<file path="config.mk">
export PLATFORM = sky130hd
export DESIGN_NAME = fe_readout_pktzr
export DESIGN_NICKNAME = d
export VERILOG_FILES = /design/src/rtl/fe_rd_pkg.sv /design/src/rtl/fe_rd_deser.sv /design/src/rtl/fe_rd_wordq.sv /design/src/rtl/fe_rd_cellfmt.sv /design/src/rtl/fe_readout_pktzr.sv
export SDC_FILE = /design/constraint.sdc
export NUM_CORES = 1
export LEC_CHECK = 0
export ABC_CLOCK_PERIOD_IN_PS = 6400
export CAP_MARGIN = 10
export CORE_ASPECT_RATIO = 1.25
export CORE_UTILIZATION = 56
export DETAILED_ROUTE_END_ITERATION = 8
export PLACE_DENSITY_LB_ADDON = 0.25
export SYNTH_ARGS = -nofsm -noshare
export SYNTH_HDL_FRONTEND = slang
export SYNTH_SLANG_ARGS = --single-unit
</file>
<file path="constraint.sdc">
create_clock -name clk_i -period 6.4 [get_ports clk_i]
set_input_delay 0.96 -clock clk_i [delete_from_list [all_inputs] [get_ports clk_i]]
set_output_delay 0.96 -clock clk_i [all_outputs]
set_load 0.005 [all_outputs]
</file>
<file path="src/rtl/fe_rd_pkg.sv">
package fe_rd_pkg;
  localparam int WORD_W = 16;
  localparam int FLAG_W = 5;
  localparam int FLG_ANN = 0;
  localparam int FLG_TYP = 1;
  localparam int FLG_PAR = 2;
  localparam int FLG_END = 3;
  localparam int FLG_TRN = 4;

  typedef logic [WORD_W-1:0] word_t;

  typedef struct packed {
    logic  last;
    word_t data;
  } qent_t;

  typedef enum logic [2:0] {
    D_IDLE, D_R0, D_R1, D_H0, D_H1, D_H2, D_VAL
  } dstate_e;
endpackage

</file>
<file path="src/rtl/fe_rd_deser.sv">
module fe_rd_deser
  import fe_rd_pkg::*;
#(
  parameter int HDR_BITS = 39,
  parameter int VAL_BITS = 15,
  parameter int HIT_LSB  = 4,
  parameter int HIT_W    = 18
) (
  input  logic  clk_i,
  input  logic  rst_ni,
  input  logic  sdata_i,
  input  logic  mode_i,
  output logic  push_o,
  output qent_t push_ent_o
);
  localparam int H0_LEN = HDR_BITS - 2 * WORD_W;
  localparam int CNT_W  = $clog2(WORD_W + 1);
  localparam int HC_W   = $clog2(HIT_W + 1);

  dstate_e             st;
  logic [CNT_W-1:0]    bit_cnt, fld_len;
  logic [HDR_BITS-1:0] sh, sh_nxt;
  logic [HC_W-1:0]     val_left, hit_cnt;
  logic                fld_done;
  word_t               mask;

  always_comb begin
    sh_nxt = {sh[HDR_BITS-2:0], sdata_i};
    unique case (st)
      D_H0:    fld_len = CNT_W'(H0_LEN);
      D_VAL:   fld_len = CNT_W'(VAL_BITS);
      default: fld_len = CNT_W'(WORD_W);
    endcase
    fld_done = (st != D_IDLE) && ((bit_cnt + 1'b1) == fld_len);
    hit_cnt = '0;
    for (int i = 0; i < HIT_W; i++) hit_cnt = hit_cnt + HC_W'(sh_nxt[HIT_LSB+i]);
    // padding zeros land above the field
    mask = word_t'((32'd1 << fld_len) - 32'd1);
    push_o          = fld_done;
    push_ent_o.data = sh_nxt[WORD_W-1:0] & mask;
    unique case (st)
      D_R1:    push_ent_o.last = 1'b1;
      D_H2:    push_ent_o.last = (hit_cnt == '0);
      D_VAL:   push_ent_o.last = (val_left == HC_W'(1));
      default: push_ent_o.last = 1'b0;
    endcase
  end

  always_ff @(posedge clk_i or negedge rst_ni) begin
    if (!rst_ni) begin
      st       <= D_IDLE;
      bit_cnt  <= '0;
      sh       <= '0;
      val_left <= '0;
    end else begin
      sh <= sh_nxt;
      if (st == D_IDLE) begin
        if (sdata_i) begin
          st      <= mode_i ? D_R0 : D_H0;
          bit_cnt <= CNT_W'(1);
        end
      end else if (fld_done) begin
        bit_cnt <= '0;
        unique case (st)
          D_R0: st <= D_R1;
          D_R1: st <= D_IDLE;
          D_H0: st <= D_H1;
          D_H1: st <= D_H2;
          D_H2: begin
            st       <= (hit_cnt == '0) ? D_IDLE : D_VAL;
            val_left <= hit_cnt;
          end
          default: begin
            if (val_left == HC_W'(1)) st <= D_IDLE;
            val_left <= val_left - 1'b1;
          end
        endcase
      end else begin
        bit_cnt <= bit_cnt + 1'b1;
      end
    end
  end
endmodule

</file>
<file path="src/rtl/fe_rd_wordq.sv">
module fe_rd_wordq
  import fe_rd_pkg::*;
#(
  parameter int DEPTH = 4
) (
  input  logic  clk_i,
  input  logic  rst_ni,
  input  logic  push_i,
  input  qent_t push_ent_i,
  input  logic  pop_i,
  output logic  valid_o,
  output qent_t head_o
);
  localparam int PW = (DEPTH > 1) ? $clog2(DEPTH) : 1;
  localparam logic [PW:0] FULL_CNT = (PW + 1)'(DEPTH);

  qent_t         mem [DEPTH];
  logic [PW-1:0] wp, rp;
  logic [PW:0]   cnt;
  logic          do_push, do_pop;

  assign do_push = push_i && (cnt != FULL_CNT);
  assign do_pop  = pop_i && (cnt != '0);
  assign valid_o = (cnt != '0);
  assign head_o  = mem[rp];

  always_ff @(posedge clk_i) begin
    if (do_push) mem[wp] <= push_ent_i;
  end

  always_ff @(posedge clk_i or negedge rst_ni) begin
    if (!rst_ni) begin
      wp  <= '0;
      rp  <= '0;
      cnt <= '0;
    end else begin
      if (do_push) wp <= (wp == PW'(DEPTH - 1)) ? '0 : wp + 1'b1;
      if (do_pop)  rp <= (rp == PW'(DEPTH - 1)) ? '0 : rp + 1'b1;
      unique case ({do_push, do_pop})
        2'b10:   cnt <= cnt + 1'b1;
        2'b01:   cnt <= cnt - 1'b1;
        default: cnt <= cnt;
      endcase
    end
  end
endmodule

</file>
<file path="src/rtl/fe_rd_cellfmt.sv">
module fe_rd_cellfmt
  import fe_rd_pkg::*;
#(
  parameter int    CELL_WORDS = 8,
  parameter word_t HDR_WORD   = 16'h5A00
) (
  input  logic              clk_i,
  input  logic              rst_ni,
  input  logic              fifo_full_i,
  input  logic              q_valid_i,
  input  qent_t             q_head_i,
  output logic              q_pop_o,
  output logic              fifo_we_o,
  output word_t             fifo_data_o,
  output logic [FLAG_W-1:0] fifo_flag_o,
  output logic              irq_o
);
  localparam int PCW = $clog2(CELL_WORDS + 1);

  logic           in_cell, go, cell_end;
  logic [PCW-1:0] pay_cnt;

  always_comb begin
    go        = q_valid_i && !fifo_full_i;
    fifo_we_o = go;
    q_pop_o   = go && in_cell;
    cell_end  = q_head_i.last || (pay_cnt == PCW'(CELL_WORDS - 1));
    fifo_flag_o = '0;
    if (!in_cell) begin
      fifo_data_o          = HDR_WORD;
      fifo_flag_o[FLG_ANN] = 1'b1;
      fifo_flag_o[FLG_TYP] = 1'b1;
    end else begin
      fifo_data_o          = q_head_i.data;
      fifo_flag_o[FLG_END] = cell_end;
      fifo_flag_o[FLG_TRN] = cell_end && !q_head_i.last;
    end
    fifo_flag_o[FLG_PAR] = ~^fifo_data_o;
  end

  always_ff @(posedge clk_i or negedge rst_ni) begin
    if (!rst_ni) begin
      in_cell <= 1'b0;
      pay_cnt <= '0;
      irq_o   <= 1'b0;
    end else begin
      irq_o <= go && in_cell && q_head_i.last;
      if (go) begin
        if (!in_cell) begin
          in_cell <= 1'b1;
          pay_cnt <= '0;
        end else if (cell_end) begin
          in_cell <= 1'b0;
        end else begin
          pay_cnt <= pay_cnt + 1'b1;
        end
      end
    end
  end
endmodule

</file>
<file path="src/rtl/fe_readout_pktzr.sv">
module fe_readout_pktzr
  import fe_rd_pkg::*;
#(
  parameter int    CELL_WORDS = 8,
  parameter int    QDEPTH     = 4,
  parameter int    HDR_BITS   = 39,
  parameter int    VAL_BITS   = 15,
  parameter int    HIT_LSB    = 4,
  parameter int    HIT_W      = 18,
  parameter word_t HDR_WORD   = 16'h5A00
) (
  input  logic              clk_i,
  input  logic              rst_ni,
  input  logic              sdata_i,
  input  logic              resp_mode_i,
  input  logic              fifo_full_i,
  output logic              fifo_we_o,
  output logic [WORD_W-1:0] fifo_data_o,
  output logic [FLAG_W-1:0] fifo_flag_o,
  output logic              irq_o
);
  logic  push, pop, q_valid;
  qent_t push_ent, q_head;

  fe_rd_deser #(
    .HDR_BITS(HDR_BITS), .VAL_BITS(VAL_BITS), .HIT_LSB(HIT_LSB), .HIT_W(HIT_W)
  ) u_deser (
    .clk_i(clk_i), .rst_ni(rst_ni), .sdata_i(sdata_i), .mode_i(resp_mode_i),
    .push_o(push), .push_ent_o(push_ent)
  );

  fe_rd_wordq #(.DEPTH(QDEPTH)) u_wordq (
    .clk_i(clk_i), .rst_ni(rst_ni), .push_i(push), .push_ent_i(push_ent),
    .pop_i(pop), .valid_o(q_valid), .head_o(q_head)
  );

  fe_rd_cellfmt #(.CELL_WORDS(CELL_WORDS), .HDR_WORD(HDR_WORD)) u_cellfmt (
    .clk_i(clk_i), .rst_ni(rst_ni), .fifo_full_i(fifo_full_i),
    .q_valid_i(q_valid), .q_head_i(q_head), .q_pop_o(pop),
    .fifo_we_o(fifo_we_o), .fifo_data_o(fifo_data_o),
    .fifo_flag_o(fifo_flag_o), .irq_o(irq_o)
  );
endmodule

</file>
# After elaboration in Yosys (flattened, before gate mapping)
# Memory sizes are Yosys's and may differ from the RTL's.
# Index checks and enable logic that the tools add are counted.
[op_classes]
add_sub_neg = 25
n_eq_ne = 16
shift = 1
n_mux = 25
bitwise = 3
reduce_logical = 22
[ops]
columns = ["op", "count"]
rows = [
  ["$add A5 B1 Y5", 13],
  ["$pmux W5 S2", 2],
  ["$and A16 B16 Y16", 1],
  ["$mux W16", 1],
  ["$reduce_xnor A16 Y1", 1],
  ["$shl A1 B5 Y16 const A", 1],
  ["$sub A16 B1 Y16 const B", 1],
  ["$mux W3", 5],
  ["$mux W5", 3],
  ["$pmux W3 S5", 1],
  ["$mux W2", 5],
  ["$eq A3 B3 Y1 const B", 3],
  ["$mux W4", 2],
  ["$logic_and A1 B1 Y1", 7],
  ["$reduce_bool A7 Y1", 1],
  ["$eq A2 B2 Y1 const B", 3],
  ["$eq A3 B2 Y1 const B", 2],
  ["$pmux W3 S2", 1],
  ["$reduce_and A3 Y1", 2],
  ["$reduce_bool A3 Y1", 2],
  ["$add A4 B1 Y5", 1],
  ["$add A5 B1 Y5 const B", 1],
  ["$eq A5 B1 Y1 const B", 1],
  ["$eq A5 B5 Y1", 1],
  ["23 further kinds", 31],
]
[totals]
ff_bits = 47
mem_bits_rw = 68
inputBits = 5
elab_cells = 103
mem_count = 1
[memory_table]
columns = ["memory", "words", "width", "read_ports", "rd_ports_with_merged_regs", "wr", "line_no", "source"]
rows = [
  ["u_wordq.mem", 4, 17, 1, 0, 1, "fe_rd_wordq.sv:17", "qent_t mem [DEPTH];"],
]

# Logic depth before layout (Yosys ltp)
# Gate-level depths: netlist (run 1).
[depth]
ltp_word = 22
ltp_mapped = 16

# Cells and area by module
# From an unflattened synthesis (run 1), not the netlist that was laid out.
[hier_totals]
hier_cells = 403
hier_area_um2 = 5604.1
[modules_own_cells]
columns = ["module", "instances", "cells_each", "area_per_inst_um2"]
rows = [
  ["fe_rd_wordq", 1, 129, 2947.8],
  ["fe_rd_deser", 1, 202, 2087.0],
  ["fe_rd_cellfmt", 1, 72, 569.3],
]

# Worst setup path before layout (run 1)
# OpenSTA, ideal clock, no wires.
[synth_path]
kind = "register to register"
startpoint = "reg u_deser.sh[3]"
endpoint = "reg u_deser.st[1]"
arrival_ns = 4.460
required_time_ns = 6.275
setup_slack_ns = 1.816
path_stages_with_launch = 17
path_buffers = 0
path_cell_list = "dfrtp_1 > inv_1 > fa_1 > fa_1 > fa_1 > fa_1 > fa_1 > inv_1 > ha_1 > inv_1 > fa_1 > xnor2_1 > nor4b_1 > o21ai_0 > o31ai_1 > o211ai_1 > mux2_2"
[synth_between]
elab_chain_cells = 22
[synth_rtl]
columns = ["element", "line_no", "source"]
rows = [
  ["start: declaration", "fe_rd_deser.sv:22", "logic [HDR_BITS-1:0] sh, sh_nxt;"],
  ["start signal: assignment", "fe_rd_deser.sv:56", "sh <= sh_nxt;"],
  ["$add A1 B1 Y2", "fe_rd_deser.sv:36", "for (int i = 0; i < HIT_W; i++) hit_cnt = hit_cnt + HC_W'(sh_nxt[HIT_LSB+i]);"],
  ["$add A2 B1 Y3", "fe_rd_deser.sv:36", ""],
  ["$add A3 B1 Y4", "fe_rd_deser.sv:36", ""],
  ["$add A4 B1 Y5", "fe_rd_deser.sv:36", ""],
  ["$add A5 B1 Y5 (13 in series)", "fe_rd_deser.sv:36", ""],
  ["$logic_not A5 Y1", "fe_rd_deser.sv:70", "st <= (hit_cnt == '0) ? D_IDLE : D_VAL;"],
  ["$mux W3", "fe_rd_deser.sv:70", ""],
  ["$pmux W3 S5", "fe_rd_deser.sv:64", "unique case (st)"],
  ["$mux W3", "fe_rd_deser.sv:62", "end else if (fld_done) begin"],
  ["$mux W3", "fe_rd_deser.sv:57", "if (st == D_IDLE) begin"],
  ["end signal: assignment", "fe_rd_deser.sv:59", "st <= mode_i ? D_R0 : D_H0;"],
  ["end signal: assignment", "fe_rd_deser.sv:70", ""],
  ["end: declaration", "fe_rd_deser.sv:20", "dstate_e st;"],
]
# No other way between the ends. The select of a mux whose other input is x is not followed.
# A chain may end at the register's enable or synchronous reset.

==> results.ini, run 1 <==
[synthesis]
synth_edf_count = 68
syn_area_per_cell_um2 = 13.88
ys_ff_latch = 115
synthCells = 397
synth_cell_types = 55
synthXorXnorAreaFrac = 0.03951
synth_nets = 433
synth_compound_area_frac = 0.06085
muxShareOfSynthArea = 0.09423
synthAdderAreaFrac = 0.08810
syn_area_mm2 = 0.005510
yosys.area_share.simple = 0.07698
ys_seq_area_frac = 0.5840
yosys_warnings = 0
synth-main-ff-cell = edfxtp_1
async_flop_share = 0.4087
synth_top_family_by_area = multiplexers

[worst_setup_path]
end_kind = flop
worstPathRequired_ns = 6.54
r2r_end = u_wordq.mem[1][16]
crit_end = u_wordq.mem[1][16]
timing_worst_setup_path_type = flop to flop
reg2reg_depth = 14
startpoint = u_deser.sh[3]
crit_fanout = 6
r2r-start = u_deser.sh[3]
r2r_setup_slack_ns = 1.35
cp.arrival_ns = 5.18
critPathLaunchType = flop

[sta]
finalMaxSlewViolations = 0
setup_violations = 0
finalCritPeriodShare = 0.7885
slew_headroom = 0.2853
timing.hold.ws_ns = 0.3730
tightest_slew_ns = 1.072
period_minus_slack_ns = 5.047
max_freq_mhz = 198.2
finalClockSkew_ns = 0.004967
layout_setup_ws_ns = 1.353
setup_tns_ns = 0
rsz0062_at_grt = no
final_hold_viol_count = 0

[floorplanning]
rows = 40
ios = 28
die_area_mm2 = 0.01024
core_area_mm2 = 0.009609
die_y_um = 112.9
die_x_um = 90.73
initial_core_util = 0.5734

[final_layout]
final_cell_mix = edfxtp_1, inv_1, dfrtp_1, clkdlybuf4s50_1, ha_1
drive_gt1_frac = 0.1134
fillCellCount = 709
areaGrowthSynthToFinish_pct = 16.33
final_nets = 455
fin_area_mm2 = 0.006410
diodes = 0
mostFrequentLayoutCell = edfxtp_1

[outcome]
run_status = completed

[detailed_routing]
drt-initial-drc-count = 169
m1WireLength_um = 4235
antenna_left = 0
dr_wl_met3_um = 228
routed_wl_um = 9672
via_count = 3085
wl_per_cell_um = 17.33
drc_errors = 0
top_layer = met4
vias_per_cell = 5.529
drt_first_pass_iters = 4
route.met2.wl_um = 5020

[clock_tree]
ctsResizeCount = 0
cts_tree = built
cts_hold_buf = 0
cts_setup_buffers = 0
clk_pin_slew_worst_paths_ns = 0.05
clock_path_buffers = 2
clk-insertion-delay-late_ns = 0.41
root_buffer = clkbuf_16
cts_made_buffers = 17
cts.sinks = 115
htree_levels = 4

[power_and_ir_drop]
power.net_switching_mw = 1.065
power_density_mw_per_mm2 = 518.3
power_frac_comb = 0.392
ir_worst_vdd_uv = 280.9
total_leakage_power_nw = 2.589
pwr-share-seq = 0.321
internal-power_mw = 2.258
total_power_mw = 3.323
switching_share = 0.3205
clkPwrFrac = 0.287

[placed_design]
place_hpwl_um = 6233
globalplace.congestion = 0.8690
dp_slack_ns = 1.430
io_buffers = 27
post_dp_cell_area_mm2 = 0.005811

[global_routing]
grt_pass1_vias = 3170
antenna_found_initial = 0
grt_pass1_wl_um = 16220
gr-total-overflow = 0
grt_use_total = 0.2117
grt_max_degree = 48

[job]
cap_violations = 0

[worst_hold_path]
hold_class = flop to flop

-- synthesized netlist by cell type, types with 3 or more instances --
| cell type | number | share of area |
|---|---|---|
| edfxtp_1 | 68 | 0.37 |
| inv_1 | 48 | 0.033 |
| dfrtp_1 | 47 | 0.21 |
| ha_1 | 18 | 0.041 |
| nand2_1 | 17 | 0.012 |
| xnor2_1 | 16 | 0.025 |
| clkbuf_1 | 15 | 0.010 |
| and2_1 | 14 | 0.016 |
| fa_1 | 13 | 0.047 |
| a31oi_1 | 10 | 0.011 |
| mux4_2 | 9 | 0.037 |
| mux4_1 | 8 | 0.038 |
| nand3_1 | 8 | 0.0073 |
| nor2_1 | 8 | 0.0054 |
| o21ai_0 | 8 | 0.0073 |
| xor2_1 | 7 | 0.011 |
| a21o_1 | 5 | 0.0068 |
| a21oi_1 | 5 | 0.0045 |
| and3_1 | 5 | 0.0057 |
| mux2_2 | 5 | 0.010 |
| mux2i_1 | 5 | 0.0091 |
| nand2b_1 | 5 | 0.0057 |
| o31ai_1 | 5 | 0.0068 |
| buf_2 | 4 | 0.0036 |
| nor3_1 | 4 | 0.0036 |
| nand3b_1 | 3 | 0.0041 |
-- power groups by stage --
stage	clock [mW]	sequential (mW)	combinational, mW
2_1_floorplan	0	0.980	1.02
3_3_place_gp	0	1.07	1.26
3_5_place_dp	0	1.07	1.30
4_1_cts	0.968	1.06	1.32
5_1_grt	0.999	1.08	1.45
6_report	0.954	1.07	1.30
-- metal layers --
layer	up-vias	global-route usage
met4	0	0.09570
met5	-	0
met3	16	0.04839
li1	1457	-
met2	48	0.3530
met1	1564	0.2654
-- logic make-up (layout without fill, tap and decap cells) --
group                    count (synthesis)  count (layout)
XOR/XNOR                                24              24
AO/OA/AOI/OAI                           49              49
multiplexers                            27              27
AND/OR/NAND/NOR                         78              78
buffers and inverters                   73             108
flip-flops                             115             115
adder cells (fa/ha/maj)                 31              31
-- sequential cells by signal (all words and copies together) (netlist names) --
register / count
u_wordq.wp: 2
u_wordq.cnt: 3
u_cellfmt.in_cell: 1
u_deser.bit_cnt: 5
u_cellfmt.pay_cnt: 4
u_wordq.rp: 2
u_deser.sh: 21
u_deser.st: 3
u_deser.val_left: 5
u_wordq.mem: 68
u_cellfmt.irq_o: 1
-- critical path, cell delays in order, from the launching register on --
cell     delay (ns)
dfrtp_1        0.40
inv_1          0.08
fa_1           0.57
fa_1           0.47
fa_1           0.52
fa_1           0.51
fa_1           0.41
inv_1          0.07
ha_1           0.16
inv_1          0.06
fa_1           0.40
xnor2_1        0.16
nor4b_1        0.21
o21ai_0        0.20
o32ai_1        0.53
-- worst min path at each step --
stage	start	endpoint	slack [ns]	cells after the start
final	u_deser.sh[8]	u_deser.sh[9]	0.37	0
after global routing	u_deser.sh[8]	u_deser.sh[9]	0.38	0
after CTS	u_deser.sh[8]	u_deser.sh[9]	0.37	0
after detailed placement	u_deser.sh[8]	u_deser.sh[9]	0.36	0
after global placement	u_deser.sh[18]	u_deser.sh[19]	0.36	0
after floorplan	u_deser.sh[0]	u_deser.sh[1]	0.35	0
-- area by class of cell --
type                       count  area [um2]  share of cell area
inverter                      48       180.2             0.02811
sequential                   115        3218              0.5020
clock buffer                  20       436.7             0.06812
multi-input combinational    209        1982              0.3092
clock inverter                12       162.7             0.02538
timing repair buffer          28       272.8             0.04255
tap                          126       157.7             0.02459
-- through the flow --
stage | instances | utilization
3_3_place_gp | 526 | 0.6047
5_1_grt | 558 | 0.6671
2_1_floorplan | 397 | -
3_5_place_dp | 526 | 0.6047
6_report | 558 | 0.6671
4_1_cts | 558 | 0.6671
No activity file was read; power rests on OpenSTA's default activity.
==> run 2: changes to the inputs <==
--- a/config.mk
+++ b/config.mk
@@ -5,10 +5,10 @@
 export SDC_FILE = /design/constraint.sdc
 export NUM_CORES = 1
 export LEC_CHECK = 0
-export ABC_CLOCK_PERIOD_IN_PS = 6400
+export ABC_CLOCK_PERIOD_IN_PS = 4300
 export CAP_MARGIN = 10
 export CORE_ASPECT_RATIO = 1.25
-export CORE_UTILIZATION = 56
+export CORE_UTILIZATION = 54
 export DETAILED_ROUTE_END_ITERATION = 8
 export PLACE_DENSITY_LB_ADDON = 0.25
 export SYNTH_ARGS = -nofsm -noshare
==> constraint.sdc (replaced) <==
create_clock -name clk_i -period 4.3 [get_ports clk_i]
set_input_delay 0.645 -clock clk_i [delete_from_list [all_inputs] [get_ports clk_i]]
set_output_delay 0.645 -clock clk_i [all_outputs]
set_load 0.005 [all_outputs]
==> results.ini, run 2 (synthesized netlist as in run 1, its figures left out) <==
[outcome]
run_status = finished with violations
violations = negative setup slack

[worst_setup_path]
max_stage_delay_ns = 0.58  ; about the same
end_kind = flop
path_buf_inv = 3  ; unchanged
reg2reg_depth = 16  ; +2
crit_path_top_delay_cell = fa_1
crit_family = adder cells
timing_worst_setup_path_type = flop to flop
critPathMostFrequentCell = fa_1
crit_fanout = 2  ; -4
worstPathRequired_ns = 4.59  ; -1.95 ns
cp_cell_sequence = inv_1 -> fa_1 -> fa_1 -> fa_1 -> fa_1 -> fa_1 -> inv_2 -> ha_4 -> inv_2 -> fa_2 -> xnor2_2 -> nor4b_2 -> o21ai_1 -> o31ai_2 -> o211ai_1 -> mux2_4
cp.arrival_ns = 4.94  ; -0.24 ns
cp_num_cells = 16  ; +2
critPathLaunchType = flop

[global_routing]
grt_use_total = 0.2094  ; -0.002293
gr-total-overflow = 0  ; unchanged
grt_max_degree = 48  ; unchanged
use_met1 = 0.2559  ; -0.009434
grt_util_met2 = 0.3556  ; +0.002525
antenna_found_initial = 0  ; unchanged
top_usage_layer = met2
grt_pass1_vias = 3264  ; +3.0%
grt_pass1_wl_um = 16420  ; +1.2%
use_met3 = 0.05489  ; +0.006507

[placed_design]
post_dp_cell_area_mm2 = 0.005962  ; +2.6%
globalplace.congestion = 0.8559  ; -1.5%
place_hpwl_um = 6648  ; +6.7%
io_buffers = 27  ; unchanged

[final_layout]
drive_gt1_frac = 0.2009  ; +0.08745
final_util = 0.6778  ; +0.01076
fin_area_mm2 = 0.006615  ; +3.2%
top_regs = u_wordq.mem: 68 flops, u_deser.sh: 21 flops
areaGrowthSynthToFinish_pct = 20.05
mostFrequentLayoutCell = edfxtp_1
diodes = 0  ; unchanged
final_nets = 483  ; +6.2%
final_cell_mix = edfxtp_1, dfrtp_1, inv_1, clkdlybuf4s50_1, buf_4
largest_reg_flops = 68  ; unchanged
fillCellCount = 686  ; -3.2%
largest_register = u_wordq.mem

[power_and_ir_drop]
ir_worst_vdd_uv = 378.5  ; +35%
total_leakage_power_nw = 2.702  ; +4.4%
power_density_mw_per_mm2 = 779.1  ; +50%

[clock_tree]
root_buffer = clkbuf_16
clk_pin_slew_worst_paths_ns = 0.05  ; about the same
clk-insertion-delay-late_ns = 0.40  ; about the same
cts.sinks = 115  ; unchanged
cts_made_buffers = 17  ; unchanged
htree_levels = 4  ; unchanged
clock_path_buffers = 2  ; unchanged
cts_tree = built

[detailed_routing]
via_count = 3255  ; +5.5%
drc_errors = 0  ; unchanged
drt-initial-drc-count = 166  ; -1.8%
routed_wl_um = 9955  ; +2.9%
vias_per_cell = 5.574  ; +0.81%
drt_first_pass_iters = 4  ; unchanged
antenna_left = 0  ; unchanged
wl_per_cell_um = 17.05  ; -1.7%

[sta]
tightest_slew_ns = 1.071  ; -0.0008329 ns
rsz0062_at_grt = yes
layout_setup_ws_ns = -0.3546  ; -1.708 ns
final_hold_viol_count = 0  ; unchanged
finalClockSkew_ns = 0.008093  ; +0.003127 ns
finalCritPeriodShare = 1.082  ; +0.2939
max_freq_mhz = 214.8  ; +8.4%
slew_headroom = 0.2858  ; +0.0005550
setup_violations = 8  ; +8
period_minus_slack_ns = 4.655  ; -0.3920 ns
finalMaxSlewViolations = 0  ; unchanged

[floorplanning]
die_area_mm2 = 0.01061  ; +3.6%
core_area_mm2 = 0.009759  ; +1.6%
rows = 40  ; unchanged
initial_core_util = 0.5646  ; -0.008822
ios = 28  ; unchanged
die_y_um = 114.9  ; +1.8%
die_x_um = 92.35  ; +1.8%

[worst_hold_path]
hold_depth = 0  ; unchanged
hold_class = flop to flop

[job]
cap_violations = 0  ; unchanged

run 2: cell count changes in the layout (fill, tap and decap cells not counted), moves of 2 or more:
| cell | delta |
|---|---|
| a21oi_1 | -3 |
| a21oi_2 | +3 |
| buf_4 | +25 |
| buf_6 | +2 |
| bufinv_16 | -3 |
| clkinv_1 | +4 |
| inv_1 | -8 |
| inv_2 | +8 |
| o21ai_0 | -2 |
run 2: path summary, 6_finish.rpt:
| check | slack [ns] | endpoint | startpoint |
|---|---|---|---|
| worst max-delay path | -0.35 | u_deser.st[1] | u_deser.sh[4] |
| worst min-delay path | 0.37 | u_deser.sh[20] | u_deser.sh[19] |
| worst max register to register | -0.35 | u_deser.st[1] | u_deser.sh[4] |
| worst min register to register | 0.37 | u_deser.sh[20] | u_deser.sh[19] |
| max in group asynchronous | 3.19 | u_deser.sh[13] | rst_ni |
| min in group asynchronous | 0.44 | u_deser.bit_cnt[3] | rst_ni |
run 2: timing repair:
item | in CTS | in global routing
hold buffers | 0 | 0
setup endpoints to repair | 7 | 8
resized for setup | 12 | 11
buffers inserted | 4 | 5
pin swaps | 7 | 9
run 2: metrics by stage:
| stage | setup WS, ns | setup TNS [ns] | power [mW] | hold WS, ns | cells |
|---|---|---|---|---|---|
| after floorplan | -0.1768 | -0.4107 | 2.994 | 0.3494 | 397 |
| after global placement | -0.2838 | -1.479 | 3.618 | 0.3568 | 545 |
| after detailed placement | -0.4439 | -2.377 | 3.690 | 0.3585 | 545 |
| after CTS | -0.4347 | -1.940 | 5.077 | 0.3734 | 579 |
| after global routing | -0.5755 | -3.351 | 5.482 | 0.3927 | 584 |
| final | -0.3546 | -2.031 | 5.154 | 0.3719 | 584 |
run 2: final cells by class:
class / count / area [um2] / area share
Sequential cell: 115 / 3218 / 0.4865
Multi-Input combinational cell: 209 / 2052 / 0.3102
Timing Repair Buffer: 56 / 503.0 / 0.07604
Clock buffer: 19 / 432.9 / 0.06544
Inverter: 48 / 180.2 / 0.02724
Tap cell: 126 / 157.7 / 0.02383
Clock inverter: 11 / 71.32 / 0.01078
run 2: report_power, final:
| group | switching (mW) | total (mW) | internal, mW | leakage, nW |
|---|---|---|---|---|
| clock | 0.431 | 1.20 | 0.765 | 0.249 |
| sequential | 0.219 | 1.58 | 1.36 | 1.19 |
| combinational | 1.03 | 2.38 | 1.34 | 1.27 |
| total | 1.68 | 5.15 | 3.47 | 2.70 |
run 2: routing by layer:
metal  vias up  wire length [um]
met4         0                95
met3         9               320
li1       1514                 -
met2        77              5359
met1      1655              4180
met5         -                 0
==> run 3: changes to the inputs <==
--- a/config.mk
+++ b/config.mk
@@ -7,7 +7,6 @@
 export LEC_CHECK = 0
 export ABC_CLOCK_PERIOD_IN_PS = 4300
 export CAP_MARGIN = 10
-export CORE_ASPECT_RATIO = 1.25
 export CORE_UTILIZATION = 54
 export DETAILED_ROUTE_END_ITERATION = 8
 export PLACE_DENSITY_LB_ADDON = 0.25
==> results.ini, run 3 (synthesized netlist as in run 1, its figures left out) <==
[final_layout]
fillCellCount = 704  ; +2.6%
drive_gt1_frac = 0.2031  ; +0.002183
final_cell_mix = edfxtp_1, dfrtp_1, inv_1, buf_4, clkdlybuf4s50_1
finalNonFillerCells = 591  ; +1.2%
final_nets = 481  ; -0.41%
top_regs = u_wordq.mem: 68 flops, u_deser.sh: 21 flops
mostFrequentLayoutCell = edfxtp_1
areaGrowthSynthToFinish_pct = 21.16
diodes = 0  ; unchanged
largest_register = u_wordq.mem
largest_reg_flops = 68  ; unchanged

[power_and_ir_drop]
ir_worst_vdd_uv = 715.1  ; +89%
clkPwrFrac = 0.267  ; +0.035
total_power_mw = 5.279  ; +2.4%
pwr-share-seq = 0.298  ; -0.008
power_frac_comb = 0.436  ; -0.025
power_density_mw_per_mm2 = 790.7  ; +1.5%
power.net_switching_mw = 1.689  ; +0.22%
total_leakage_power_nw = 2.731  ; +1.1%
internal-power_mw = 3.591  ; +3.5%
switching_share = 0.3199  ; -0.007083

[global_routing]
grt_pass1_wl_um = 15710  ; -4.3%
grt_max_degree = 48  ; unchanged
grt_use_total = 0.2066  ; -0.002875
antenna_found_initial = 0  ; unchanged
gr-total-overflow = 0  ; unchanged
grt_pass1_vias = 3257  ; -0.21%

[detailed_routing]
vias_per_cell = 5.413  ; -2.9%
route.met2.wl_um = 4937  ; -7.9%
dr_wl_met3_um = 272  ; -15%
drt_first_pass_iters = 6  ; +2
antenna_left = 0  ; unchanged
routed_wl_um = 9749  ; -2.1%
drt-initial-drc-count = 99  ; -40%
via_count = 3199  ; -1.7%
wl_per_cell_um = 16.50  ; -3.2%
top_layer = met4
drc_errors = 0  ; unchanged
m1WireLength_um = 4391  ; +5.0%

[sta]
period_minus_slack_ns = 4.746  ; +0.09139 ns
timing.hold.ws_ns = 0.3453  ; -0.02659 ns
finalCritPeriodShare = 1.104  ; +0.02125
max_freq_mhz = 210.7  ; -1.9%
finalMaxSlewViolations = 0  ; unchanged
setup_violations = 7  ; -1
slew_headroom = 0.2853  ; -0.0004820
tightest_slew_ns = 1.072  ; +0.0007244 ns
final_hold_viol_count = 0  ; unchanged
finalClockSkew_ns = 0.01170  ; +0.003609 ns
rsz0062_at_grt = yes
layout_setup_ws_ns = -0.4460  ; -0.09139 ns

[floorplanning]
die_area_mm2 = 0.01061  ; about the same
rows = 36  ; -10%
die_y_um = 103.0  ; -10%
ios = 28  ; unchanged
initial_core_util = 0.5612  ; -0.003453
core_area_mm2 = 0.009819  ; +0.62%
die_x_um = 103.0  ; +12%

[outcome]
run_status = finished with violations
violations = negative setup slack

[worst_setup_path]
crit_path_top_delay_cell = fa_1
critPathMostFrequentCell = fa_1
end_kind = flop
worstPathRequired_ns = 4.68  ; +0.09 ns
max_stage_delay_ns = 0.54  ; -0.04 ns
timing_worst_setup_path_type = flop to flop
critPathLaunchType = flop
crit_fanout = 2  ; unchanged
cp_cell_sequence = inv_2 -> fa_1 -> fa_1 -> fa_1 -> fa_1 -> fa_2 -> inv_2 -> ha_4 -> inv_2 -> fa_2 -> xnor2_2 -> nor4b_2 -> o21ai_1 -> buf_4 -> nor2_1 -> a31oi_1 -> o221a_2
cp.arrival_ns = 5.13  ; +0.19 ns

[clock_tree]
htree_levels = 4  ; unchanged
clk-insertion-delay-late_ns = 0.51  ; +0.11 ns
root_buffer = clkbuf_8
clock_path_buffers = 2  ; unchanged
cts_made_buffers = 17  ; unchanged
cts.sinks = 115  ; unchanged
cts_hold_buf = 0  ; unchanged
clk_pin_slew_worst_paths_ns = 0.05  ; about the same
cts_tree = built

[placed_design]
place_hpwl_um = 6452  ; -2.9%
globalplace.congestion = 0.8398  ; -1.9%
dp_cells = 553  ; +1.5%
dp_slack_ns = -0.4963  ; -0.05235 ns
io_buffers = 27  ; unchanged

[worst_hold_path]
hold_class = input port to async pin

[job]
cap_violations = 0  ; unchanged

## run 3: changes by cell type in the layout (fill, tap and decap cells not counted), moves of 2 or more
cell	change
clkbuf_8	+2
bufinv_16	+3
clkinv_2	+3
clkinv_1	-7
o21ai_1	+2
a21oi_2	-2
buf_6	-2
inv_2	-3
fa_1	-2
fa_2	+2
inv_1	+3
## run 3: layout make-up
class	count	area, um2	share of cell area
Clock inverter	11	158.9	0.02380
Clock buffer	21	439.2	0.06578
Sequential cell	115	3218	0.4820
Multi-Input combinational cell	209	2046	0.3064
Inverter	48	180.2	0.02699
Timing Repair Buffer	54	467.9	0.07009
Tap cell	133	166.4	0.02493
## run 3: path summary, 6_finish.rpt
check / start / endpoint / slack (ns) / cells past startpoint
worst max register to register: u_deser.sh[8] / u_deser.st[2] / -0.45 / 17
worst min-delay path: rst_ni / u_deser.bit_cnt[2] / 0.35 / 1
min in group clk_i: u_deser.sh[10] / u_deser.sh[11] / 0.37 / 0
worst max-delay path: u_deser.sh[8] / u_deser.st[2] / -0.45 / 17
worst min register to register: u_deser.sh[10] / u_deser.sh[11] / 0.37 / 0
max in group asynchronous: rst_ni / u_deser.st[2] / 3.30 / 1
## run 3: power by group through the flow
stage / logic [mW] / registers, mW / clock network (mW)
finish: 2.30 / 1.57 / 1.41
global route: 2.56 / 1.61 / 1.47
CTS: 2.24 / 1.57 / 1.43
detailed placement: 2.11 / 1.59 / 0
global placement: 2.04 / 1.58 / 0
floorplan: 1.54 / 1.46 / 0
## run 3: critical path, delay by kind of cell, from the launching register on
kind	cells	cell delay (ns)
adder cells (fa/ha/maj)	7	2.95
AO/OA/AOI/OAI	3	0.51
flip-flops	1	0.38
buffers and inverters	4	0.32
AND/OR/NAND/NOR	2	0.30
XOR/XNOR	1	0.16
## run 3: repair_timing
item | in CTS | in global routing
buffers inserted | 4 | 3
gates resized for setup | 7 | 10
setup endpoints to repair | 8 | 9
pin swaps | 7 | 7
## run 3: metrics by stage
| step | util | setup TNS (ns) | instance area (um2) |
|---|---|---|---|
| final | 0.6799 | -2.636 | 6676 |
| after floorplan | - | -0.4107 | 5519 |
| after CTS | 0.6758 | -2.758 | 6636 |
| after global routing | 0.6799 | -3.832 | 6676 |
| after global placement | 0.6088 | -1.473 | 5978 |
| after detailed placement | 0.6088 | -2.772 | 5978 |
## run 3: per-layer routing
| metal | track usage | up-vias |
|---|---|---|
| met5 | 0 | - |
| met4 | 0.09317 | 0 |
| met3 | 0.04678 | 14 |
| met2 | 0.3410 | 63 |
| met1 | 0.2629 | 1616 |
| li1 | - | 1506 |
